File: src/rtl/vlss_pkg.sv
package vlss_pkg;
   typedef enum logic [1:0] {
      ST_IDLE  = 2'd0,
      ST_DIV   = 2'd1,
      ST_ISSUE = 2'd2
   } vlss_state_e;
endpackage

File: src/rtl/vlss_mvl_clamp.sv
module vlss_mvl_clamp #(
   parameter int MVL_MAX = 64,
   localparam int LEN_W = $clog2(MVL_MAX + 1)
) (
   input  logic [LEN_W-1:0] raw_i,
   output logic [LEN_W-1:0] eff_o
);
   localparam logic [LEN_W-1:0] LIMIT = LEN_W'(MVL_MAX);

   // out-of-range requests fall back to the parameter bound
   always_comb begin
      if (raw_i == '0 || raw_i > LIMIT) eff_o = LIMIT;
      else                              eff_o = raw_i;
   end
endmodule

File: src/rtl/vlss_remdiv.sv
module vlss_remdiv #(
   parameter int NUM_W = 16,
   parameter int DEN_W = 7,
   parameter bit SEQ   = 1'b1
) (
   input  logic             clk,
   input  logic             rst_n,
   input  logic             go_i,
   input  logic [NUM_W-1:0] num_i,
   input  logic [DEN_W-1:0] den_i,
   output logic             done_o,
   output logic [DEN_W-1:0] rem_o
);
   localparam int STEP_W = $clog2(NUM_W + 1);

   if (NUM_W < DEN_W) begin : g_bad_width
      $error("vlss_remdiv: NUM_W must be at least DEN_W");
   end

   if (SEQ) begin : g_seq
      logic [DEN_W-1:0]  den_q;
      logic [DEN_W-1:0]  rem_q;
      logic [NUM_W-1:0]  sh_q;
      logic [STEP_W-1:0] step_q;
      logic              run_q;
      logic              done_q;
      logic [DEN_W:0]    trial;

      assign trial = {rem_q, sh_q[NUM_W-1]};

      always_ff @(posedge clk or negedge rst_n) begin
         if (!rst_n) begin
            den_q  <= '0;
            rem_q  <= '0;
            sh_q   <= '0;
            step_q <= '0;
            run_q  <= 1'b0;
            done_q <= 1'b0;
         end else begin
            done_q <= 1'b0;
            if (go_i) begin
               den_q  <= den_i;
               rem_q  <= '0;
               sh_q   <= num_i;
               step_q <= STEP_W'(NUM_W);
               run_q  <= 1'b1;
            end else if (run_q) begin
               if (trial >= {1'b0, den_q}) rem_q <= DEN_W'(trial - {1'b0, den_q});
               else                        rem_q <= trial[DEN_W-1:0];
               sh_q   <= sh_q << 1;
               step_q <= step_q - 1'b1;
               if (step_q == STEP_W'(1)) begin
                  run_q  <= 1'b0;
                  done_q <= 1'b1;
               end
            end
         end
      end

      assign done_o = done_q;
      assign rem_o  = rem_q;


      rem_in_range_chk: assert property (@(posedge clk) disable iff (!rst_n)
         done_q |-> (rem_q < den_q));
   end else begin : g_comb
      logic [DEN_W-1:0] rem_q;
      logic             done_q;

      always_ff @(posedge clk or negedge rst_n) begin
         if (!rst_n) begin
            rem_q  <= '0;
            done_q <= 1'b0;
         end else begin
            done_q <= go_i;
            if (go_i) rem_q <= DEN_W'(num_i % NUM_W'(den_i));
         end
      end

      assign done_o = done_q;
      assign rem_o  = rem_q;
   end
endmodule

File: src/rtl/vl_strip_seq.sv
module vl_strip_seq
   import vlss_pkg::*;
#(
   parameter int CNT_W   = 16,
   parameter int MVL_MAX = 64,
   parameter bit SEQ_DIV = 1'b1,
   localparam int LEN_W  = $clog2(MVL_MAX + 1)
) (
   input  logic             clk,
   input  logic             rst_n,
   input  logic             start_i,
   input  logic [CNT_W-1:0] elem_cnt_i,
   input  logic [LEN_W-1:0] max_len_i,
   input  logic             vec_ready_i,
   output logic             vec_valid_o,
   output logic [CNT_W-1:0] vec_base_o,
   output logic [LEN_W-1:0] vec_len_o,
   output logic             run_done_o
);
   if (MVL_MAX < 1) begin : g_bad_mvl
      $error("vl_strip_seq: MVL_MAX must be at least 1");
   end
   if (CNT_W < LEN_W) begin : g_bad_cnt
      $error("vl_strip_seq: CNT_W must cover the length width");
   end

   vlss_state_e      state_q;
   logic [CNT_W-1:0] total_q;
   logic [LEN_W-1:0] mvl_q;
   logic [CNT_W-1:0] base_q;
   logic [LEN_W-1:0] len_q;
   logic [CNT_W-1:0] left_q;
   logic             valid_q;
   logic             done_q;

   logic [LEN_W-1:0] mvl_eff;
   logic             div_go;
   logic             div_done;
   logic [LEN_W-1:0] div_rem;
   logic [LEN_W-1:0] first_len;

   vlss_mvl_clamp #(.MVL_MAX(MVL_MAX)) clamp_i (
      .raw_i (max_len_i),
      .eff_o (mvl_eff)
   );

   assign div_go = (state_q == ST_IDLE) && start_i && (elem_cnt_i != '0);

   vlss_remdiv #(.NUM_W(CNT_W), .DEN_W(LEN_W), .SEQ(SEQ_DIV)) div_i (
      .clk    (clk),
      .rst_n  (rst_n),
      .go_i   (div_go),
      .num_i  (elem_cnt_i),
      .den_i  (mvl_eff),
      .done_o (div_done),
      .rem_o  (div_rem)
   );

   // zero remainder means the short piece vanishes and a full one leads
   assign first_len = (div_rem == '0) ? mvl_q : div_rem;

   always_ff @(posedge clk or negedge rst_n) begin
      if (!rst_n) begin
         state_q <= ST_IDLE;
         total_q <= '0;
         mvl_q   <= LEN_W'(MVL_MAX);
         base_q  <= '0;
         len_q   <= '0;
         left_q  <= '0;
         valid_q <= 1'b0;
         done_q  <= 1'b0;
      end else begin
         done_q <= 1'b0;
         unique case (state_q)
            ST_IDLE: begin
               if (start_i) begin
                  total_q <= elem_cnt_i;
                  mvl_q   <= mvl_eff;
                  if (elem_cnt_i == '0) done_q  <= 1'b1;
                  else                  state_q <= ST_DIV;
               end
            end
            ST_DIV: begin
               if (div_done) begin
                  base_q  <= '0;
                  len_q   <= first_len;
                  left_q  <= total_q - CNT_W'(first_len);
                  valid_q <= 1'b1;
                  state_q <= ST_ISSUE;
               end
            end
            ST_ISSUE: begin
               if (vec_ready_i) begin
                  if (left_q == '0) begin
                     valid_q <= 1'b0;
                     done_q  <= 1'b1;
                     state_q <= ST_IDLE;
                  end else begin
                     base_q <= base_q + CNT_W'(len_q);
                     len_q  <= mvl_q;
                     left_q <= left_q - CNT_W'(mvl_q);
                  end
               end
            end
            default: state_q <= ST_IDLE;
         endcase
      end
   end

   assign vec_valid_o = valid_q;
   assign vec_base_o  = base_q;
   assign vec_len_o   = len_q;
   assign run_done_o  = done_q;


   hold_stable_chk: assert property (@(posedge clk) disable iff (!rst_n)
      (valid_q && !vec_ready_i) |=> (valid_q && $stable(base_q) && $stable(len_q)));


   len_bound_chk: assert property (@(posedge clk) disable iff (!rst_n)
      valid_q |-> (len_q != '0 && len_q <= mvl_q));


   mvl_range_chk: assert property (@(posedge clk) disable iff (!rst_n)
      (mvl_q != '0) && (mvl_q <= LEN_W'(MVL_MAX)));


   base_step_chk: assert property (@(posedge clk) disable iff (!rst_n)
      (valid_q && vec_ready_i && left_q != '0) |=>
         (valid_q && len_q == mvl_q &&
          base_q == ($past(base_q) + CNT_W'($past(len_q)))));


   done_excl_chk: assert property (@(posedge clk) disable iff (!rst_n)
      done_q |-> !valid_q);


   zero_run_chk: assert property (@(posedge clk) disable iff (!rst_n)
      (state_q == ST_IDLE && start_i && elem_cnt_i == '0) |=> (done_q && !valid_q));


   busy_hold_chk: assert property (@(posedge clk) disable iff (!rst_n)
      (state_q != ST_IDLE) |=> ($stable(total_q) && $stable(mvl_q)));
endmodule

File: config.mk
export PLATFORM = sky130hd
export DESIGN_NAME = vl_strip_seq
export DESIGN_NICKNAME = d
export VERILOG_FILES = /design/src/rtl/vlss_pkg.sv /design/src/rtl/vlss_mvl_clamp.sv /design/src/rtl/vlss_remdiv.sv /design/src/rtl/vl_strip_seq.sv
export SDC_FILE = /design/constraint.sdc
export NUM_CORES = 1
export LEC_CHECK = 0
export BUFFER_PORTS_ARGS = -buffer_cell sky130_fd_sc_hd__buf_2
export CELL_PAD_IN_SITES_DETAIL_PLACEMENT = 0
export CELL_PAD_IN_SITES_GLOBAL_PLACEMENT = 1
export CORE_UTILIZATION = 46
export CTS_BUF_LIST = sky130_fd_sc_hd__clkbuf_16
export CTS_CLUSTER_SIZE = 30
export DETAILED_ROUTE_END_ITERATION = 16
export GPL_ROUTABILITY_DRIVEN = 0
export PLACE_DENSITY = 0.91
export SLEW_MARGIN = 30
export SYNTH_ARGS = -nofsm -noshare
export SYNTH_HDL_FRONTEND = slang
export SYNTH_SLANG_ARGS = --single-unit
File: constraint.sdc
create_clock -name clk -period 3.67 [get_ports clk]
set_input_delay 0.5505 -clock clk [delete_from_list [all_inputs] [get_ports clk]]
set_output_delay 0.5505 -clock clk [all_outputs]
set_load 0.01 [all_outputs]
==> impl_metrics.tcl, run 1 <==
set metrics [dict create \
    first_pass_iters 5 \
    io_buffers 51 \
    drc 0 \
    synth_cells 660 \
    ys_types 62 \
    dpl-instance-area_mm2 0.00638 \
    grt_pass1_vias 4961 \
    core_area_mm2 0.0126 \
    async_reset_ff_share_pct 100 \
    syn-num-nets 718 \
    tns_ns 0 \
    synth_edf_count 0 \
    crit_arrival_ns 3.68 \
    post-route-period-util_pct 93.7 \
    setup.worst_path.class "flop to flop" \
    wl_per_cell_um 16.3 \
    grt_pass1_wl_um 24200 \
    die_area_mm2 0.0133 \
    num-nets-final 762 \
    ys_warn_count 0 \
    vias_per_cell 5.64 \
    antenna_found_initial 0 \
    worstRegToRegCells 12 \
    initial_utilization_pct 47.2 \
    clockBufferDepth 2 \
    drive_gt1_share_pct 13.8 \
    floorplan.rows 41 \
    dp_hpwl_um 10500 \
    rsz0062_at_grt "false" \
    critPathLaunchType "flop" \
    totalWireLength_um 14400 \
    grt.overflow.total 0 \
    cts_tree "built" \
    finalNonFillerCells 881 \
    hold_path_class "input port to async pin" \
    timing.fmax_mhz 291 \
    max-cap-violations 0 \
    synthesis.area_mm2 0.00593 \
    slew_headroom_pct 44.2 \
    die_y_um 116 \
    first_iter_violations 274 \
    ys.flop_type "dfrtp_1" \
    diodes 0 \
    ant_nets 0 \
    leakagePower_nw 3.10 \
    htreeDepth 3 \
    hold_viol_final 0 \
    postSynthAreaPerCell_um2 8.98 \
    path_clk_slew_ns 0.07 \
    ir_drop_v 0.000410 \
    ys_ff_latch 103 \
    area_growth_pct 13.0 \
    grt_max_degree 61 \
    cts-buffers-inserted 9 \
    num_vias 4970 \
    crit_required_ns 3.92 \
    dr_wl_met2_um 6740 \
    die_w_um 116 \
    worst_pin_slew_ns 0.834 \
    root_buffer "clkbuf_16" \
    clock_skew_ns 0.00724 \
    crit_fanout 5 \
    finalSetupViolCount 0 \
    met3_length_um 634 \
    cts.sinks 103 \
    io_pins 52 \
    track_usage_pct 23.4 \
    ys_seq_area_share_pct 43.5 \
    power_density_mw_per_mm2 939 \
    cts_setup_buffers 0 \
    dp.cells 865 \
    dr.max_layer_used "met4" \
    status "finished clean" \
    postLayoutCellArea_mm2 0.00670 \
    cp-end-kind "flop" \
    clock_latency_ns 0.36 \
    slew_viol_final 0 \
    wl_met1_um 6650 \
    period_minus_slack_ns 3.44 \
]
[cells in the final DEF (no fill, tap or decap), types with 3 or more instances in the layout]
cell type,count
fa_1,4
mux2i_1,12
o31ai_1,6
xnor2_1,27
nand4_1,4
clkbuf_16,9
a21o_1,8
nor3_1,6
dfrtp_1,102
o21ai_0,60
or3_1,7
inv_1,30
o21ai_1,4
nor2b_1,4
nand2b_1,10
o221ai_1,5
or2_2,3
and2_1,3
xor2_1,12
nand2_1,102
o211ai_1,3
ha_1,27
a31oi_1,8
a21oi_1,32
nand3b_1,5
a221o_1,3
o21a_1,6
a22oi_1,3
nand3_1,16
buf_2,50
and3_1,4
o31a_1,3
buf_4,14
nor2_1,59
nor4_1,15
o221a_2,5
[cell usage after synthesis, types with 2 or more instances]
master	number	area (um2)
dfrtp_1	102	2550
nand2_1	102	383
o21ai_0	60	300
nor2_1	59	221
a21oi_1	32	160
inv_1	29	109
ha_1	27	338
xnor2_1	27	236
clkbuf_1	25	93.8
nand3_1	16	80.1
nor4_1	15	93.8
mux2i_1	12	120
xor2_1	12	105
nand2b_1	10	62.6
a31oi_1	9	56.3
a21o_1	8	60.1
or3_1	7	43.8
nor3_1	6	30.0
o21a_1	6	45.0
o31ai_1	6	45.0
nand3b_1	5	37.5
o221a_2	5	56.3
o221ai_1	5	43.8
and3_1	4	25.0
buf_1	4	15.0
fa_1	4	80.1
nand4_1	4	25.0
nor2b_1	4	25.0
o21ai_1	4	20.0
a221o_1	3	30.0
a22oi_1	3	22.5
and2_1	3	18.8
o211ai_1	3	22.5
o31a_1	3	26.3
or2_2	3	18.8
a211oi_1	2	15.0
buf_2	2	10.0
maj3_1	2	20.0
o211a_1	2	20.0
o22ai_1	2	12.5
or4_1	2	15.0
[flip-flops by register name, indices dropped and copies added (netlist names), 2 cells and up]
register,count
div_i.g_seq.sh_q,16
vec_len_o,7
div_i.g_seq.den_q,7
total_q,16
state_q,2
left_q,16
vec_base_o,16
div_i.g_seq.step_q,5
div_i.rem_o,7
mvl_q,7
[area by class of cell]
cell class                 instances  area (um2)
timing repair buffer              64         355
inverter                          29         109
clock buffer                       9         225
sequential                       103        2580
multi-input combinational        497        3140
tap                              172         215
clock inverter                     7        72.6
fill                            1143        5870
[power by group]
part           switching, W  total [W]  leakage (nW)  internal, W
Clock              0.000449   0.000979         0.147     0.000530
Sequential         0.000483    0.00210          1.28      0.00162
Combinational       0.00181    0.00321          1.67      0.00139
[per-layer routing]
metal | global-route usage [%] | vias up
li1 | - | 2423
met1 | 30.5 | 2391
met2 | 38.7 | 128
met3 | 4.60 | 28
met4 | 9.00 | 0
met5 | 0 | -
[cell families after synthesis]
family | share of synthesized area, %
and+or+nand+nor | 19.1
AOI/OAI and AO/OA | 18.0
DFF | 43.5
buffers and inverters | 3.84
xor gates and xnor gates | 5.76
adders and majority gates | 7.58
muxes | 2.22
[per-stage QoR]
stage | worst slack (ns) | total power [W] | hold WS [ns] | utilization [%]
final | 0.233 | 0.00629 | 0.281 | 53.3
after global routing | 0.0777 | 0.00684 | 0.339 | 53.3
after CTS | 0.131 | 0.00624 | 0.302 | 53.1
after detailed placement | 0.149 | 0.00524 | 0.479 | 50.8
after global placement | 0.270 | 0.00511 | 0.468 | 50.8
after floorplan | 0.295 | 0.00443 | 0.255 | -
[final timing paths]
check	from	to	slack (ns)
worst max-delay path	div_i.rem_o[6]$_DFFE_PN0P_	left_q[15]$_DFFE_PN0P_	0.23
worst min-delay path	rst_n	vec_base_o[3]$_DFFE_PN0P_	0.28
worst max register to register	div_i.rem_o[6]$_DFFE_PN0P_	left_q[15]$_DFFE_PN0P_	0.23
worst min register to register	div_i.g_seq.den_q[3]$_DFFE_PN0P_	div_i.g_seq.den_q[3]$_DFFE_PN0P_	0.49
max in group asynchronous	rst_n	mvl_q[6]$_DFFE_PN1P_	2.53
min in group clk	elem_cnt_i[12]	total_q[12]$_DFFE_PN0P_	0.42
[repair_timing]
item / in CTS / in global routing
resized for setup: 0 / 4
hold buffers: 0 / 0
endpoints found under the setup margin: 0 / 4
[worst max-delay path: stages, from the launching register on]
cell and delay (ns):
dfrtp_1 0.45, or4_1 0.56, nor4_1 0.20, buf_4 0.17, a21oi_1 0.10, ha_1 0.36, a21oi_1 0.16, nand2_1 0.11
maj3_2 0.38, a32oi_2 0.25, nand3_1 0.13, xnor2_1 0.15, a221o_1 0.30
(Power assumes the default switching activity.)
==> run 2: changes to the inputs <==
--- a/config.mk
+++ b/config.mk
@@ -10,10 +10,11 @@
 export CELL_PAD_IN_SITES_GLOBAL_PLACEMENT = 1
 export CORE_UTILIZATION = 46
 export CTS_BUF_LIST = sky130_fd_sc_hd__clkbuf_16
+export CTS_CLUSTER_DIAMETER = 80
 export CTS_CLUSTER_SIZE = 30
 export DETAILED_ROUTE_END_ITERATION = 16
 export GPL_ROUTABILITY_DRIVEN = 0
-export PLACE_DENSITY = 0.91
+export PLACE_DENSITY = 0.79
 export SLEW_MARGIN = 30
 export SYNTH_ARGS = -nofsm -noshare
 export SYNTH_HDL_FRONTEND = slang
==> constraint.sdc (replaced) <==
create_clock -name clk -period 3.67 [get_ports clk]
set_input_delay 0.5505 -clock clk [delete_from_list [all_inputs] [get_ports clk]]
set_output_delay 0.5505 -clock clk [all_outputs]
set_load 0.05 [all_outputs]
==> impl_metrics.tcl, run 2 (same netlist as run 1, synthesis figures left out) <==
set metrics [dict create \
    crit_fanout 4 \
    period_minus_slack_ns 3.33 \
    totalWireLength_um 14500 \
    grt_pass1_wl_um 24200 \
    diodes 0 \
    slew_headroom_pct 44.0 \
    first_pass_iters 5 \
    cts.sinks 103 \
    track_usage_pct 23.5 \
    dp.cells 866 \
    power_density_mw_per_mm2 978 \
    floorplan.rows 41 \
    cts-buffers-inserted 9 \
    timing.fmax_mhz 300 \
    r2r_slack_ns 0.34 \
    setup.worst_path.class "flop to flop" \
    clockBufferDepth 2 \
    critPathLaunchType "flop" \
    drc 0 \
    finalNonFillerCells 882 \
    rsz0062_at_grt "false" \
    ant_nets 0 \
    first_iter_violations 210 \
    area_growth_pct 13.4 \
    io_buffers 51 \
    finalSetupViolCount 0 \
    final_cell_mix "nand2_1 (102), dfrtp_1 (102), o21ai_0 (60)" \
    root_buffer "clkbuf_16" \
    cts_tree "built" \
    max-cap-violations 0 \
    leakagePower_nw 3.11 \
    die_area_mm2 0.0133 \
    grt_max_degree 64 \
    grt.overflow.total 0 \
    path_clk_slew_ns 0.07 \
    slew_viol_final 0 \
    post-route-period-util_pct 90.8 \
    status "finished clean" \
    vias_per_cell 5.58 \
    hold_viol_final 0 \
    antenna_found_initial 0 \
    core_area_mm2 0.0126 \
    num-nets-final 763 \
    htreeDepth 3 \
    ir_drop_v 0.000443 \
    cp-end-kind "flop" \
    die_w_um 116 \
    r2r_end "left_q[15]$_DFFE_PN0P_" \
    initial_utilization_pct 47.2 \
    num_vias 4918 \
    die_y_um 116 \
    worst_pin_slew_ns 0.837 \
    clock_skew_ns 0.00946 \
    wl_per_cell_um 16.4 \
    worstRegToRegCells 12 \
    hold_path_class "input port to async pin" \
    tns_ns 0 \
    drive_gt1_share_pct 13.8 \
    io_pins 52 \
    crit_arrival_ns 3.57 \
    crit_required_ns 3.90 \
    clock_latency_ns 0.35 \
    nFillCells 1148 \
    grt_pass1_vias 4812 \
    r2r_start "div_i.rem_o[6]$_DFFE_PN0P_" \
    dp_hpwl_um 10500 \
]
run 2: worst max path at each step:
stage	from	depth (start not counted)	endpoint
global placement	div_i.rem_o[6]$_DFFE_PN0P_	12	left_q[15]$_DFFE_PN0P_
floorplan	div_i.rem_o[3]$_DFFE_PN0P_	11	left_q[15]$_DFFE_PN0P_
CTS	div_i.rem_o[1]$_DFFE_PN0P_	12	left_q[15]$_DFFE_PN0P_
finish	div_i.rem_o[6]$_DFFE_PN0P_	12	left_q[15]$_DFFE_PN0P_
detailed placement	div_i.rem_o[6]$_DFFE_PN0P_	12	left_q[15]$_DFFE_PN0P_
global route	div_i.rem_o[1]$_DFFE_PN0P_	12	left_q[15]$_DFFE_PN0P_
run 2: timing repair:
item	in CTS	in global routing
resized for setup	0	2
hold buffers	0	0
buffers inserted	0	0
setup endpoints to repair	0	1
endpoints found under the hold margin	0	0
run 2: routing by layer:
metal	global-route usage, %	vias to the layer above	routed length (um)
met5	0	-	0
met4	7.97	0	175
met3	3.50	11	376
met2	39.0	82	6950
met1	31.5	2409	6960
li1	-	2416	-
run 2: through the flow:
step | util, % | setup WS [ns] | power (W) | cell area, um2 | hold WS, ns
2_1_floorplan | - | 0.295 | 0.00466 | 5930 | 0.255
3_3_place_gp | 50.8 | 0.328 | 0.00539 | 6390 | 0.468
3_5_place_dp | 50.8 | 0.278 | 0.00549 | 6390 | 0.476
4_1_cts | 53.4 | 0.257 | 0.00656 | 6710 | 0.310
5_1_grt | 53.5 | 0.0751 | 0.00711 | 6720 | 0.346
6_report | 53.5 | 0.339 | 0.00657 | 6720 | 0.276
run 2: critical path: stages, from the launching register on:
cell,delay [ns]
dfrtp_1,0.38
or4_1,0.54
nor4_1,0.18
buf_4,0.17
a21oi_1,0.08
ha_1,0.34
a21oi_1,0.17
nand2_1,0.10
maj3_1,0.43
a31oi_2,0.27
nand3_1,0.12
xnor2_1,0.15
a221o_1,0.29
run 2: cell type report:
cell class | instances | area [um2] | share of cell area (%)
multi-input cells | 497 | 3130 | 46.6
flip-flops and latches | 103 | 2580 | 38.4
repair buffers | 65 | 363 | 5.40
clock buffers | 9 | 225 | 3.35
well taps | 172 | 215 | 3.20
inverters | 29 | 109 | 1.62
clock inverters | 7 | 95.1 | 1.42
run 2: where the power goes:
part           leakage [nW]  total (W)  internal, W  switching (W)
logic                  1.67    0.00344      0.00139        0.00205
registers              1.28    0.00209      0.00162       0.000465
clock network         0.158    0.00105     0.000601       0.000448
total                  3.11    0.00657      0.00361        0.00296
